[config.mk]
export PLATFORM = sky130hd
export DESIGN_NAME = busIfRegFile
export DESIGN_NICKNAME = d
export VERILOG_FILES = /design/src/rtl/busif_pkg.sv /design/src/rtl/busif_ctrl.sv /design/src/rtl/busif_dp.sv /design/src/rtl/busIfRegFile.sv
export SDC_FILE = /design/constraint.sdc
export NUM_CORES = 1
export LEC_CHECK = 0
export BUFFER_PORTS_ARGS = -buffer_cell sky130_fd_sc_hd__clkbuf_2
export CORE_ASPECT_RATIO = 1.5
export CORE_UTILIZATION = 50
export DETAILED_ROUTE_END_ITERATION = 6
export PLACE_DENSITY = 0.79
export SETUP_SLACK_MARGIN = 0.1
export SLEW_MARGIN = 20
export SYNTH_ARGS = -nofsm -noshare
export SYNTH_HDL_FRONTEND = slang
export SYNTH_SLANG_ARGS = --single-unit
[constraint.sdc]
create_clock -name clk -period 1.6 [get_ports clk]
set_input_delay 0.08 -clock clk [delete_from_list [all_inputs] [get_ports clk]]
set_output_delay 0.08 -clock clk [all_outputs]
set_load 0.02 [all_outputs]
[src/rtl/busif_pkg.sv]
package busif_pkg;

  localparam int REG_COUNT = 8;
  localparam int ROM_COUNT = 8;
  localparam int IDX_W     = $clog2(REG_COUNT);

  localparam logic [IDX_W-1:0] MSR_IDX  = 3'd0;
  localparam logic [IDX_W-1:0] ICR_IDX  = 3'd1;
  localparam logic [IDX_W-1:0] IRR_IDX  = 3'd4;
  localparam logic [IDX_W-1:0] LAAR_IDX = 3'd5;

  typedef struct packed {
    logic [REG_COUNT-1:0] regWr;
    logic                 swClear;
  } busif_strobe_t;

  function automatic logic [3:0] irqMap(input logic [2:0] idx);
    case (idx)
      3'd0: irqMap = 4'd9;
      3'd1: irqMap = 4'd3;
      3'd2: irqMap = 4'd5;
      3'd3: irqMap = 4'd7;
      3'd4: irqMap = 4'd10;
      3'd5: irqMap = 4'd11;
      3'd6: irqMap = 4'd15;
      default: irqMap = 4'd4;
    endcase
  endfunction

endpackage

[src/rtl/busif_ctrl.sv]
module busif_ctrl
  import busif_pkg::*;
(
  input  logic [3:0]    addr,
  input  logic          wrEn,
  input  logic          clearBit,
  output busif_strobe_t strobe
);

  logic inRegArea;
  assign inRegArea = wrEn && !addr[3];

  genvar g;
  generate
    for (g = 0; g < REG_COUNT; g++) begin : gDec
      assign strobe.regWr[g] = inRegArea && (addr[IDX_W-1:0] == IDX_W'(g));
    end
  endgenerate

  assign strobe.swClear = inRegArea && (addr[IDX_W-1:0] == MSR_IDX) && clearBit;

endmodule

[src/rtl/busif_dp.sv]
module busif_dp
  import busif_pkg::*;
#(
  parameter logic [47:0] LAN_ADDR = 48'h0260_8C12_3456,
  parameter logic [7:0]  CARD_ID  = 8'h2A
) (
  input  logic          clk,
  input  logic          rstN,
  input  busif_strobe_t strobe,
  input  logic [7:0]    wrData,
  input  logic [3:0]    addr,
  input  logic          slot16,
  output logic [7:0]    rdData,
  output logic          memEnable,
  output logic [23:13]  memBase,
  output logic [6:0]    winSizeKb,
  output logic [3:0]    irqLevel,
  output logic          zeroWait16,
  output logic          lan16En,
  output logic          mem16En
);

  function automatic logic [7:0] addrByte(input int i);
    addrByte = LAN_ADDR[47 - 8*i -: 8];
  endfunction

  function automatic logic [7:0] romSum();
    logic [7:0] s;
    s = CARD_ID;
    for (int i = 0; i < 6; i++) s = s + addrByte(i);
    romSum = s;
  endfunction

  localparam logic [7:0] CHECK_BYTE = 8'hFF - romSum();

  logic [7:0] regQ [REG_COUNT];
  logic [7:0] icrView;
  logic [7:0] romData;

  always_ff @(posedge clk or negedge rstN) begin
    if (!rstN) begin
      for (int i = 0; i < REG_COUNT; i++) regQ[i] <= '0;
    end else if (strobe.swClear) begin
      for (int i = 0; i < REG_COUNT; i++) regQ[i] <= '0;
    end else begin
      for (int i = 0; i < REG_COUNT; i++) begin
        if (strobe.regWr[i]) begin
          if (IDX_W'(i) == ICR_IDX)
            regQ[i] <= {wrData[7:1], slot16 ? regQ[i][0] : wrData[0]};
          else
            regQ[i] <= wrData;
        end
      end
    end
  end

  assign icrView = {regQ[ICR_IDX][7:1], regQ[ICR_IDX][0] | slot16};

  always_comb begin
    case (addr[2:0])
      3'd6:    romData = CARD_ID;
      3'd7:    romData = CHECK_BYTE;
      default: romData = LAN_ADDR[47 - 8*addr[2:0] -: 8];
    endcase
  end

  always_comb begin
    if (addr[3])
      rdData = romData;
    else if (addr[IDX_W-1:0] == ICR_IDX)
      rdData = icrView;
    else
      rdData = regQ[addr[IDX_W-1:0]];
  end

  logic [6:0] baseKb;

  assign memEnable     = regQ[MSR_IDX][6];
  assign memBase[18:13] = regQ[MSR_IDX][5:0];
  assign memBase[23:19] = slot16 ? regQ[LAAR_IDX][4:0] : 5'b00001;
  assign baseKb        = slot16 ? 7'd16 : 7'd8;
  assign winSizeKb     = regQ[ICR_IDX][3] ? (baseKb << 2) : baseKb;
  assign irqLevel      = irqMap({regQ[ICR_IDX][2], regQ[IRR_IDX][6:5]});
  assign zeroWait16    = slot16 & regQ[LAAR_IDX][5];
  assign lan16En       = slot16 & regQ[LAAR_IDX][6];
  assign mem16En       = slot16 & regQ[LAAR_IDX][7];

endmodule

[src/rtl/busIfRegFile.sv]
module busIfRegFile
  import busif_pkg::*;
#(
  parameter logic [47:0] LAN_ADDR = 48'h0260_8C12_3456,
  parameter logic [7:0]  CARD_ID  = 8'h2A
) (
  input  logic         clk,
  input  logic         rstN,
  input  logic [3:0]   addr,
  input  logic         wrEn,
  input  logic [7:0]   wrData,
  input  logic         slot16,
  output logic [7:0]   rdData,
  output logic         memEnable,
  output logic [23:13] memBase,
  output logic [6:0]   winSizeKb,
  output logic [3:0]   irqLevel,
  output logic         zeroWait16,
  output logic         lan16En,
  output logic         mem16En
);

  busif_strobe_t strobe;

  busif_ctrl i_ctrl (
    .addr     (addr),
    .wrEn     (wrEn),
    .clearBit (wrData[7]),
    .strobe   (strobe)
  );

  busif_dp #(.LAN_ADDR(LAN_ADDR), .CARD_ID(CARD_ID)) i_dp (
    .clk        (clk),
    .rstN       (rstN),
    .strobe     (strobe),
    .wrData     (wrData),
    .addr       (addr),
    .slot16     (slot16),
    .rdData     (rdData),
    .memEnable  (memEnable),
    .memBase    (memBase),
    .winSizeKb  (winSizeKb),
    .irqLevel   (irqLevel),
    .zeroWait16 (zeroWait16),
    .lan16En    (lan16En),
    .mem16En    (mem16En)
  );

endmodule

### Word-level counts from Yosys, hierarchy flattened

Index checks and enable logic that the tools add are counted.

* $add $sub $neg: 1
* multipliers: 0
* div/mod/pow operators: 0
* $lt $le $gt $ge: 1
* eq/ne operators: 14
* shifts and indexed selects: 1
* multiplexer cells: 20
* bitwise logic cells: 5
* reductions and logical operators: 22

Operator list (count)
* $mux 8: 12
* $mux 64: 1
* $shiftx 55x33->8 const A: 1
* $pmux 4 s7: 1
* $bmux 8 s3: 1
* $eq 3x3->1 const B: 7
* $pmux 8 s2: 1
* $reduce_bool 2->1: 8
* $eq 3x2->1 const B: 4
* $logic_and 1x1->1: 10
* $mux 5: 2
* $mux 7: 1
* $sub 6x6->7 const A: 1
* $eq 3x1->1 const B: 2
* $logic_not 3->1: 2
* $ge 4x4->1 const B: 1
* $not 3->4: 1
* $and 1x1->1: 3
* $ne 2x1->1 const B: 1
* $reduce_and 2->1: 1
* $logic_not 1->1: 1
* $mux 1: 1
* $or 1x1->1: 1

* bits in registers: 64
* bits in latches: 0
* memory bits (writable): 0
* ROM bits: 0
* input bits: 16
* output and inout port bits: 34
* logic and storage cells: 73
* memories kept: 0

### Longest topological paths before layout

Gate-level depths: netlist of the first run.

* word-level depth: 6
* mapped depth: 7

### Hierarchy

A second synthesis of the first run with hierarchy kept.

* cell total of the unflattened synthesis: 360
* area, all modules: 3617.2 um2

By module, submodules not included
* busif_dp: instances 1, cells an instance 346, area an instance 3534.6 um2, seq. area each 1601.5 um2
* busif_ctrl: instances 1, cells an instance 14, area an instance 82.6 um2, seq. area each 0.0 um2

### Worst setup path after synthesis of the first run

No wires, ideal clock.

* path type: in2out
* start: in addr[0]
* end: out rdData[3]
* arrival: 1443 ps
* data required time: 1520 ps
* slack: 77 ps
* stages on the path: 6
* cells stage by stage: buf_6 buf_2 buf_2 mux4_2 nor2_1 o31ai_1

* cells in the longest elaborated chain, start to end: 6

RTL lines
* from (decl): RTL line busIfRegFile.sv:9 `input logic [3:0] addr,`
* parallel branches: the longest is 5 deep, another holds $sub 6x6->7
* $mux 8 *: RTL line busif_dp.sv:68 `if (addr[3])`
* to (decl): RTL line busIfRegFile.sv:13 `output logic [7:0] rdData,`

Every way passes the cells marked *. The select of a mux whose other input is x is not followed.

### Worst setup path in the final report of the first run

* start: reg i_dp.regQ[48] (netlist name)
* end: out rdData[0]

* cells in the longest elaborated chain, start to end: 5

RTL lines
* from (decl): RTL line busif_dp.sv:36 `logic [7:0] regQ [REG_COUNT];`
* from (signal, indexed assignment): RTL line busif_dp.sv:49 `regQ[i] <= {wrData[7:1], slot16 ? regQ[i][0] : wrData[0]};`
* from (signal, indexed assignment): RTL line busif_dp.sv:51 `regQ[i] <= wrData;`
* $bmux 8 s3: RTL line busif_dp.sv:73 `rdData = regQ[addr[IDX_W-1:0]];`
* $mux 8 (implied by the code) (2 in series): RTL line busif_dp.sv:73
* $mux 8 *: RTL line busif_dp.sv:70 `else if (addr[IDX_W-1:0] == ICR_IDX)`
* $mux 8 *: RTL line busif_dp.sv:68

Mark *: on every way between the ends. The rest lies on a longest branch, timed or not. The select of a mux whose other input is x is not followed.

==> metrics.md, run 1 <==
| Metric | Value |
|---|---|
| Status | `finished with violations` |
| Failing checks | `design-rule violations, negative setup slack` |
| Antenna diode count | `0` |
| Finished Layout Cells | `521` |
| Horiz. Die Dim | `70.7 um` |
| Largest net degree at the start of global routing | `65` |
| VDD IR-drop max | `655 uV` |
| Routability cong. | `0.950` |
| CP arrival | `1.77 ns` |
| Yosys reg bits | `64` |
| First-pass iteration count of the detailed router | `7` |
| Final wirelength | `10400 um` |
| Slew at the pin closest to its max-slew limit | `0.600 ns` |
| Crit Path Max Fanout | `2` |
| Worst-path clk slew | `0.07 ns` |
| Ys flop type | `dfrtp_1` |
| Layout cell share with drive strength beyond 1 | `32.1%` |
| Root buf cell | `clkbuf_8` |
| Sequential element share of the synthesized area | `45.3%` |
| Max Slew Vio Count | `0` |
| Min-Delay Path Class | `input port to flip-flop` |
| Synthesized area | `0.00353 mm^2` |
| Pwr dens | `1120 mW/mm^2` |
| Final setup vio count | `8` |
| Yosys cell types | `45` |
| Final routed DRC violation total | `2` |
| Rel. slew slack | `59.7%` |
| Setup TNS Final | `-1.09 ns` |
| Min Tclk post-route | `1.85 ns` |
| Post-Route Utilization | `64.0%` |
| Port Buf Inserts | `46` |
| Die area | `0.00742 mm^2` |
| First-pass GRT wire length | `16600 um` |
| Initial drt markers | `343` |
| Die Height | `105 um` |
| Number of CTS-inserted buffers | `9` |
| Worst Setup Start Kind | `flip-flop` |
| Crit-path cells | `or2_4 > mux4_2 > a31o_4 > buf_8` |
| Fill cell count | `535` |
| I/O pins | `50` |
| Clock Tree Buf Depth | `2` |
| Htree depth | `3` |
| Vias per inst | `6.17` |
| Critical Path Slowest Stage Cell | `mux4_2` |
| Final Skew | `0 ns` |
| Max Cap Viol | `0` |
| Clk Latency, worst-skew pair | `0.36 ns` |
| Fraction of registers with async set/reset | `100%` |
| Overall routing resource usage | `30.0%` |
| Synth Warn # | `0` |
| Detailed placer's ending HPWL | `7070 um` |
| CTS tree | `yes` |
| Syn_area_per_cell | `9.45 um^2` |
| Initial antenna violation count | `0` |
| Layout Nets | `455` |
| Antenna Nets Post-Route | `0` |
| Via count | `3216` |
| Setup WS post-layout | `-0.249 ns` |
| Part of the cycle the worst path needs | `116%` |
| Worst Path Required | `1.52 ns` |
| Final Hold Vio Count | `0` |
| Design area | `0.00439 mm^2` |
| Syn Inst Count | `374` |
| Commonest non-fill, non-tap cell in the layout | `dfrtp_1` |
| WP buf/inv | `1` |
| FP Rows | `37` |
| Layout Area Growth over Synthesis | `24.1%` |
| Placeable core region | `0.00685 mm^2` |
| Starting Density | `51.6%` |
| Commonest non-fill, non-tap cells in the layout | `dfrtp_1 (64), nand2_1 (47), buf_4 (46)` |
| Crit path largest cell delay | `0.47 ns` |
| Fmax achieved | `0.541 GHz` |
| Area after DPL | `0.00396 mm^2` |
| EDFF count, synth | `0` |
| Vias in the first global route | `3213` |
| Kind of critical path | `flip-flop to primary output` |
| Routed len/inst | `19.9 um` |
| Sinks on Clock Net | `64` |
| Leak Pwr | `2.12 nW` |
| Worst setup EP type | `primary output` |
| CP delay by family, top | `multiplexers` |
| Final Hold Slack | `0.0878 ns` |
| Dpl cells | `492` |
| RSZ-0062 raised after global routing | `true` |
| Total congestion overflow | `0` |
-- path summary, 6_finish.rpt --
kind / from / to / slack [ns] / depth (start not counted)
hold / removal: wrData[3] / i_dp.regQ[19]$_DFFE_PN0P_ / 0.09 / 3
min in group asynchronous: rstN / i_dp.memBase[13]$_DFFE_PN0P_ / 0.26 / 3
setup / recovery: i_dp.regQ[48]$_DFFE_PN0P_ / rdData[0] / -0.25 / 4
hold reg to reg: i_dp.regQ[31]$_DFFE_PN0P_ / i_dp.regQ[31]$_DFFE_PN0P_ / 0.48 / 2
max in group asynchronous: rstN / i_dp.regQ[9]$_DFFE_PN0P_ / 1.04 / 3
setup reg to reg: i_dp.regQ[7]$_DFFE_PN0P_ / i_dp.regQ[7]$_DFFE_PN0P_ / 0.67 / 4
-- registers in the layout (all words and copies together) (netlist names) --
register,count
i_dp.icrView,7
i_dp.memBase,6
i_dp.regQ,50
i_dp.memEnable,1
-- per-layer routing --
metal  track usage [%]  wire length, um  vias up
li1                  -                -     1429
met1              35.5             3800     1573
met2              49.1             5200      174
met3              6.94              796       40
met4              18.6              566        0
met5                 0                0        -
-- cell families (layout without fill, tap and decap cells) --
logic type / after synthesis / in the layout / share of synthesized area [%]
adder cells (fa/ha/maj): 2 / 2 / 0.637
AND/OR/NAND/NOR: 137 / 137 / 18.5
multiplexers: 35 / 35 / 13.8
flip-flops: 64 / 64 / 45.3
other: 1 / 3 / 0.106
AO/OA/AOI/OAI: 87 / 87 / 14.8
buffers and inverters: 48 / 115 / 6.87
-- synthesized netlist by cell type (all sizes together), types with 9 or more instances --
cell type | n | share of area, %
mux4 | 11 | 7.0
clkbuf | 19 | 2.0
mux2i | 24 | 6.8
buf | 22 | 4.1
nand3b | 9 | 1.9
a21oi | 30 | 4.2
nand2 | 47 | 5.0
nand3 | 10 | 1.6
nor3 | 9 | 1.3
dfrtp | 64 | 45
o21ai | 32 | 4.5
nor2 | 38 | 4.2
and2 | 9 | 1.6
-- layout make-up --
cell class | count | area, um^2 | area share [%]
Clock inverter | 5 | 56.3 | 1.28
Clock buffer | 11 | 141 | 3.22
Timing Repair Buffer | 92 | 678 | 15.5
Inverter | 7 | 26.3 | 0.599
Multi-Input combinational cell | 264 | 1790 | 40.7
Sequential cell | 64 | 1600 | 36.5
Tap cell | 78 | 97.6 | 2.22
-- through the flow --
stage	setup WS [ns]	total power, mW
floorplan	0.130	2.89
global placement	0.0628	3.24
detailed placement	0.0429	3.30
CTS	-0.283	4.82
global route	-0.285	5.14
finish	-0.249	4.92
-- power breakdown --
part | switching, mW | internal [mW]
registers | 0.209 | 1.92
logic | 0.719 | 0.634
clock network | 0.673 | 0.760
-- timing repair --
action | in CTS | in global routing
pin swaps | 3 | 7
setup endpoints to repair | 8 | 11
buffers inserted | 9 | 5
hold buffers | 1 | 0
hold endpoints to repair | 64 | 0
gates resized for setup | 20 | 26
-- tightest hold or removal path: stages --
cell	delay, ns
clkbuf_2	0.17
nand2_1	0.09
a21oi_1	0.05
Power figures use the tool's default switching activity.
==> run 2, diff against run 1 <==
Settings changed: CORE_UTILIZATION 50 to 55, GPL_ROUTABILITY_DRIVEN set to 0, PLACE_DENSITY 0.79 to 0.85, SETUP_SLACK_MARGIN 0.1 to 0.3.
==> metrics.md, run 2 (synthesized netlist as in run 1, its figures left out) <==
| Metric | Value |
|---|---|
| Slew at the pin closest to its max-slew limit | `0.872 ns` |
| Final wirelength | `11400 um` |
| First-pass iteration count of the detailed router | `5` |
| Reg-to-Reg Start | `i_dp.regQ[29]$_DFFE_PN0P_` |
| Crit Reg-Reg Endpoint | `i_dp.regQ[29]$_DFFE_PN0P_` |
| CP arrival | `1.80 ns` |
| Root buf cell | `clkbuf_8` |
| Final Hold Slack | `0.0710 ns` |
| CP delay by family, top | `multiplexers` |
| Biggest register | `i_dp.regQ` |
| WP buf/inv | `1` |
| Pwr dens | `1190 mW/mm^2` |
| Min-Delay Path Class | `input port to flip-flop` |
| Max Cap Viol | `0` |
| First-pass GRT wire length | `17400 um` |
| Die area | `0.00676 mm^2` |
| Crit-path cells | `or2_4 > mux4_2 > a31o_4 > buf_8` |
| Layout cell share with drive strength beyond 1 | `33.9%` |
| Number of CTS-inserted buffers | `9` |
| Min Tclk post-route | `1.88 ns` |
| Worst path depth | `4` |
| Failing checks | `negative setup slack` |
| Crit path largest cell delay | `0.46 ns` |
| Vias per inst | `6.51` |
| Htree depth | `3` |
| Commonest non-fill, non-tap cells in the layout | `dfrtp_1 (64), buf_4 (48), nand2_1 (47)` |
| Routed len/inst | `21.9 um` |
| Final routed DRC violation total | `0` |
| Overall routing resource usage | `36.2%` |
| Worst setup EP type | `primary output` |
| Antenna Nets Post-Route | `0` |
| VDD IR-drop max | `726 uV` |
| Antenna diode count | `0` |
| R2R cell count | `3` |
| Final setup vio count | `8` |
| Total congestion overflow | `0` |
| Sinks on Clock Net | `64` |
| Worst Path Required | `1.52 ns` |
| Placeable core region | `0.00617 mm^2` |
| Vias in the first global route | `3343` |
| I/O pins | `50` |
| Crit path from | `i_dp.regQ[48]$_DFFE_PN0P_` |
| Fmax achieved | `0.531 GHz` |
| Worst-path clk slew | `0.07 ns` |
| CTS tree | `yes` |
| Layout Area Growth over Synthesis | `27.7%` |
| Max FFs per register | `50` |
| Status | `finished with violations` |
| Initial antenna violation count | `0` |
| Setup WS post-layout | `-0.284 ns` |
| FP Rows | `35` |
| Clock Tree Buf Depth | `2` |
| Final Hold Vio Count | `0` |
| Clk Latency, worst-skew pair | `0.36 ns` |
| Detailed placer's ending HPWL | `7240 um` |
| Die Height | `100 um` |
| Leak Pwr | `2.17 nW` |
| Layout Nets | `458` |
| Worst setup path end | `rdData[0]` |
| Max Slew Vio Count | `0` |
| Port Buf Inserts | `46` |
| Final Skew | `0 ns` |
| Worst Setup Start Kind | `flip-flop` |
| Part of the cycle the worst path needs | `118%` |
| Rel. slew slack | `41.5%` |
| Via count | `3386` |
| Crit Path Max Fanout | `2` |
| Initial drt markers | `406` |
| Starting Density | `57.2%` |
| Setup TNS Final | `-1.16 ns` |
| Worst reg2reg setup slack | `0.61 ns` |
| Commonest non-fill, non-tap cell in the layout | `dfrtp_1` |
| Horiz. Die Dim | `67.5 um` |
| Largest net degree at the start of global routing | `65` |
| RSZ-0062 raised after global routing | `true` |
| Critical Path Slowest Stage Cell | `mux4_2` |
| Kind of critical path | `flip-flop to primary output` |
## run 2: cell count changes in the layout (fill, tap and decap cells not counted), sizes merged
cell	delta
buf	+5
clkbuf	-3
bufinv	+2
clkinv	-2
inv	+1
## run 2: worst min-delay path by stage
stage / from / depth (start not counted) / to
2_1_floorplan: rstN / 0 / i_dp.icrView[1]$_DFFE_PN0P_
3_3_place_gp: rstN / 2 / i_dp.regQ[38]$_DFFE_PN0P_
3_5_place_dp: rstN / 2 / i_dp.regQ[46]$_DFFE_PN0P_
4_1_cts: wrData[7] / 3 / i_dp.memBase[13]$_DFFE_PN0P_
5_1_grt: wrData[7] / 3 / i_dp.memBase[13]$_DFFE_PN0P_
6_report: wrData[3] / 3 / i_dp.regQ[11]$_DFFE_PN0P_
## run 2: repair_timing
item                                   in CTS  in global routing
cloned                                      0                  0
setup buffers                               6                  5
pin swaps                                   1                  8
resized for setup                          28                 33
setup endpoints to repair                  11                 12
endpoints found under the hold margin      64                  0
hold buffers                                1                  0
## run 2: tightest hold or removal path, delay by kind of cell
family / cells / cell delay [ns]
AND/OR/NAND/NOR: 1 / 0.09
AO/OA/AOI/OAI: 1 / 0.05
buffers and inverters: 1 / 0.17
## run 2: stage by stage
step,util [%],instance area (um^2),std cells,worst slack (ns),power [mW]
3_5_place_dp,64.7,4000,492,0.0676,3.30
5_1_grt,73.1,4510,520,-0.316,5.55
6_report,73.1,4510,520,-0.284,5.36
3_3_place_gp,64.7,4000,492,0.129,3.24
2_1_floorplan,-,3590,376,0.148,2.92
4_1_cts,71.1,4390,515,-0.274,5.17
## run 2: area by class of cell
class	instances	area (um^2)
clock inverter	6	115
inverter	7	31.3
sequential	64	1600
tap	74	92.6
timing repair buffer	95	712
clock buffer	10	138
fill	387	1660
multi-input combinational	264	1820
## run 2: routing by layer
metal	wire length, um	vias up	global-route usage, %	part of all wire, %
li1	-	1441	-	-
met1	3940	1630	43.8	35
met2	5830	255	57.6	51
met3	1030	60	7.61	9.0
met4	610	0	22.9	5.3
met5	0	-	0	0
## run 2: where the power goes
part	switching [mW]	internal, mW	total [mW]
logic	0.783	0.663	1.45
registers	0.215	1.92	2.14
clock network	0.689	1.08	1.77
total	1.69	3.67	5.36
==> run 3, diff against run 2 <==
Settings changed: ABC_AREA set to 1.
==> metrics.md, run 3 <==
| Metric | Value |
|---|---|
| Synth area leaders | `dfrtp_1 (46%), nand2_1 (16%), nand3_1 (9.0%), o21ai_0 (7.6%), inv_1 (4.2%)` |
| Detailed placer's ending HPWL | `7210 um` |
| Antenna Nets Post-Route | `0` |
| Fill cell count | `450` |
| Setup WS post-layout | `0.0643 ns` |
| Yosys reg bits | `64` |
| Worst Path Required | `1.52 ns` |
| Placeable core region | `0.00613 mm^2` |
| Initial antenna violation count | `0` |
| Worst setup EP type | `primary output` |
| Post-synth top area share | `45.9%` |
| Synthesized area | `0.00349 mm^2` |
| Total congestion overflow | `0` |
| Count leader, synth | `nand2_1` |
| Pwr dens | `1200 mW/mm^2` |
| Max FFs per register | `50` |
| Yosys cell types | `24` |
| Die area | `0.00667 mm^2` |
| Rel. slew slack | `60.4%` |
| Leak Pwr | `2.32 nW` |
| Pwr Total | `5.32 mW` |
| RSZ-0062 raised after global routing | `true` |
| Fmax achieved | `0.651 GHz` |
| Final Hold Slack | `0.00737 ns` |
| Worst Setup Start Kind | `flip-flop` |
| Initial drt markers | `630` |
| Sequential element share of the synthesized area | `45.9%` |
| Largest net degree at the start of global routing | `45` |
| Kind of critical path | `flip-flop to primary output` |
| Max Cap Viol | `0` |
| Worst-path clk slew | `0.08 ns` |
| Crit path largest cell delay | `0.41 ns` |
| Layout Area Growth over Synthesis | `26.6%` |
| Commonest cells in the synthesized netlist | `nand2_1 (150), dfrtp_1 (64), nand3_1 (63)` |
| Dpl cells | `590` |
| FP Rows | `35` |
| First-pass GRT wire length | `17100 um` |
| Crit-path cells | `nand2_1 > nand2_1 > nand2_1 > nand2_1 > nand2_1 > nand2_1 > nand2_1 > nand2_1 > buf_2` |
| Critical Path Slowest Stage Cell | `dfrtp_1` |
| Final wirelength | `11000 um` |
| Clock Tree Buf Depth | `2` |
| Clk Latency, worst-skew pair | `0.36 ns` |
| Final setup vio count | `0` |
| Sinks on Clock Net | `64` |
| Setup TNS Final | `0 ns` |
| Antenna diode count | `0` |
| CP arrival | `1.46 ns` |
| GRT busiest layer | `met2` |
| I/O pins | `50` |
| Horiz. Die Dim | `67.0 um` |
| Min-Delay Path Class | `input port to flip-flop` |
| Vias per inst | `5.94` |
| Min Tclk post-route | `1.54 ns` |
| Final Hold Vio Count | `0` |
| Final routed DRC violation total | `0` |
| Die Height | `99.5 um` |
| Commonest non-fill, non-tap cell in the layout | `nand2_1` |
| Number of CTS-inserted buffers | `9` |
| EDFF count, synth | `0` |
| Root buf cell | `clkbuf_8` |
| Routed len/inst | `17.6 um` |
| Part of the cycle the worst path needs | `96.0%` |
| Crit Path Max Fanout | `2` |
| Status | `completed` |
| Final Skew | `0 ns` |
| Port Buf Inserts | `46` |
| Met3 GRT Util | `8.03%` |
| Slew at the pin closest to its max-slew limit | `0.588 ns` |
| Commonest non-fill, non-tap cells in the layout | `nand2_1 (145), dfrtp_1 (63), nand3_1 (61)` |
| Htree depth | `3` |
| Syn_area_per_cell | `7.27 um^2` |
| Syn Inst Count | `480` |
| Fraction of registers with async set/reset | `100%` |
| Finished Layout Cells | `629` |
| GR Layer Usage met2 | `53.5%` |
| Starting Density | `56.9%` |
| Vias in the first global route | `3484` |
| First-pass iteration count of the detailed router | `5` |
| Layout cell share with drive strength beyond 1 | `25.8%` |
| Biggest register | `i_dp.regQ` |
| Ys flop type | `dfrtp_1` |
| VDD IR-drop max | `688 uV` |
| Overall routing resource usage | `35.1%` |
| Post-synth top area cell | `dfrtp_1` |
| Max Slew Vio Count | `0` |
| Layout Nets | `567` |
| Pre-CTS setup slack | `0.0711 ns` |
| Via count | `3738` |
| CTS tree | `yes` |
| Cell repeated most along the worst path | `nand2_1` |
| Synth Warn # | `0` |
| GRT met1 Usage | `42.1%` |
run 3: changes by cell type in the layout (fill, tap and decap cells not counted), sizes merged, moves of 8 or more:
cell	change
o21ai	+39
nand3	+53
and2	-9
mux2i	-24
a21oi	-21
nor2	-8
nand3b	-8
inv	+37
nand2	+107
mux4	-11
run 3: power by group:
| part | switching, mW | leakage (nW) | internal (mW) |
|---|---|---|---|
| sequential | 0.223 | 0.819 | 1.94 |
| clock | 0.658 | 0.106 | 0.917 |
| combinational | 0.917 | 1.39 | 0.656 |
| total | 1.80 | 2.32 | 3.52 |
run 3: per-stage QoR:
| stage | utilization [%] | area, um^2 |
|---|---|---|
| after detailed placement | 62.0 | 3800 |
| after global routing | 72.0 | 4420 |
| after global placement | 62.0 | 3800 |
| after floorplan | - | 3500 |
| after CTS | 69.6 | 4270 |
| final | 72.0 | 4420 |
run 3: area by class of cell:
class                      instances  area (um^2)  share of cell area [%]
clock buffer                      11          141                    3.20
clock inverter                     5         80.1                    1.81
inverter                          44          168                    3.80
multi-input combinational        341         1630                    36.8
sequential                        64         1600                    36.3
tap                               74         92.6                    2.10
timing repair buffer              90          707                    16.0
run 3: worst max-delay path, delay by kind of cell, from the launching register on:
family | cells | cell delay (ns)
simple gates | 8 | 0.52
flops | 1 | 0.41
buf+inv | 1 | 0.17
run 3: final timing paths:
check                                            startpoint                          end  slack [ns]  cells after the start
worst max-delay path            i_dp.icrView[3]$_DFFE_PN0P_                    rdData[3]        0.06                      9
worst min-delay path                              wrData[6]    i_dp.regQ[22]$_DFFE_PN0P_       0.007                      3
worst max register to register  i_dp.icrView[3]$_DFFE_PN0P_  i_dp.icrView[3]$_DFFE_PN0P_        0.14                      5
worst min register to register    i_dp.regQ[63]$_DFFE_PN0P_    i_dp.regQ[63]$_DFFE_PN0P_        0.50                      2
max in group asynchronous                              rstN    i_dp.regQ[29]$_DFFE_PN0P_        1.09                      3
min in group asynchronous                              rstN  i_dp.icrView[5]$_DFFE_PN0P_        0.24                      3
run 3: what timing repair did:
action                                  4_1_cts  5_1_grt
endpoints found under the hold margin        67        0
pin swaps                                     9       22
buffers inserted                             14        5
hold buffers                                  4        0
gates resized for setup                      33       49
endpoints found under the setup margin       10       19
run 3: logic make-up (layout without fill, tap and decap cells):
logic type | count (synthesis) | count (layout) | share of synthesized area, %
adders and majority gates | 1 | 1 | 0.359
DFF | 64 | 64 | 45.9
xor gates and xnor gates | 1 | 1 | 0.251
and+or+nand+nor | 254 | 254 | 31.3
other | 1 | 3 | 0.108
buffers and inverters | 77 | 150 | 10.2
AOI/OAI and AO/OA | 82 | 82 | 11.9
run 3: layer usage:
layer / up-vias / share of wire, %
met5: - / 0
met2: 265 / 48
met4: 0 / 7.0
li1: 1677 / -
met3: 90 / 9.3
met1: 1706 / 36
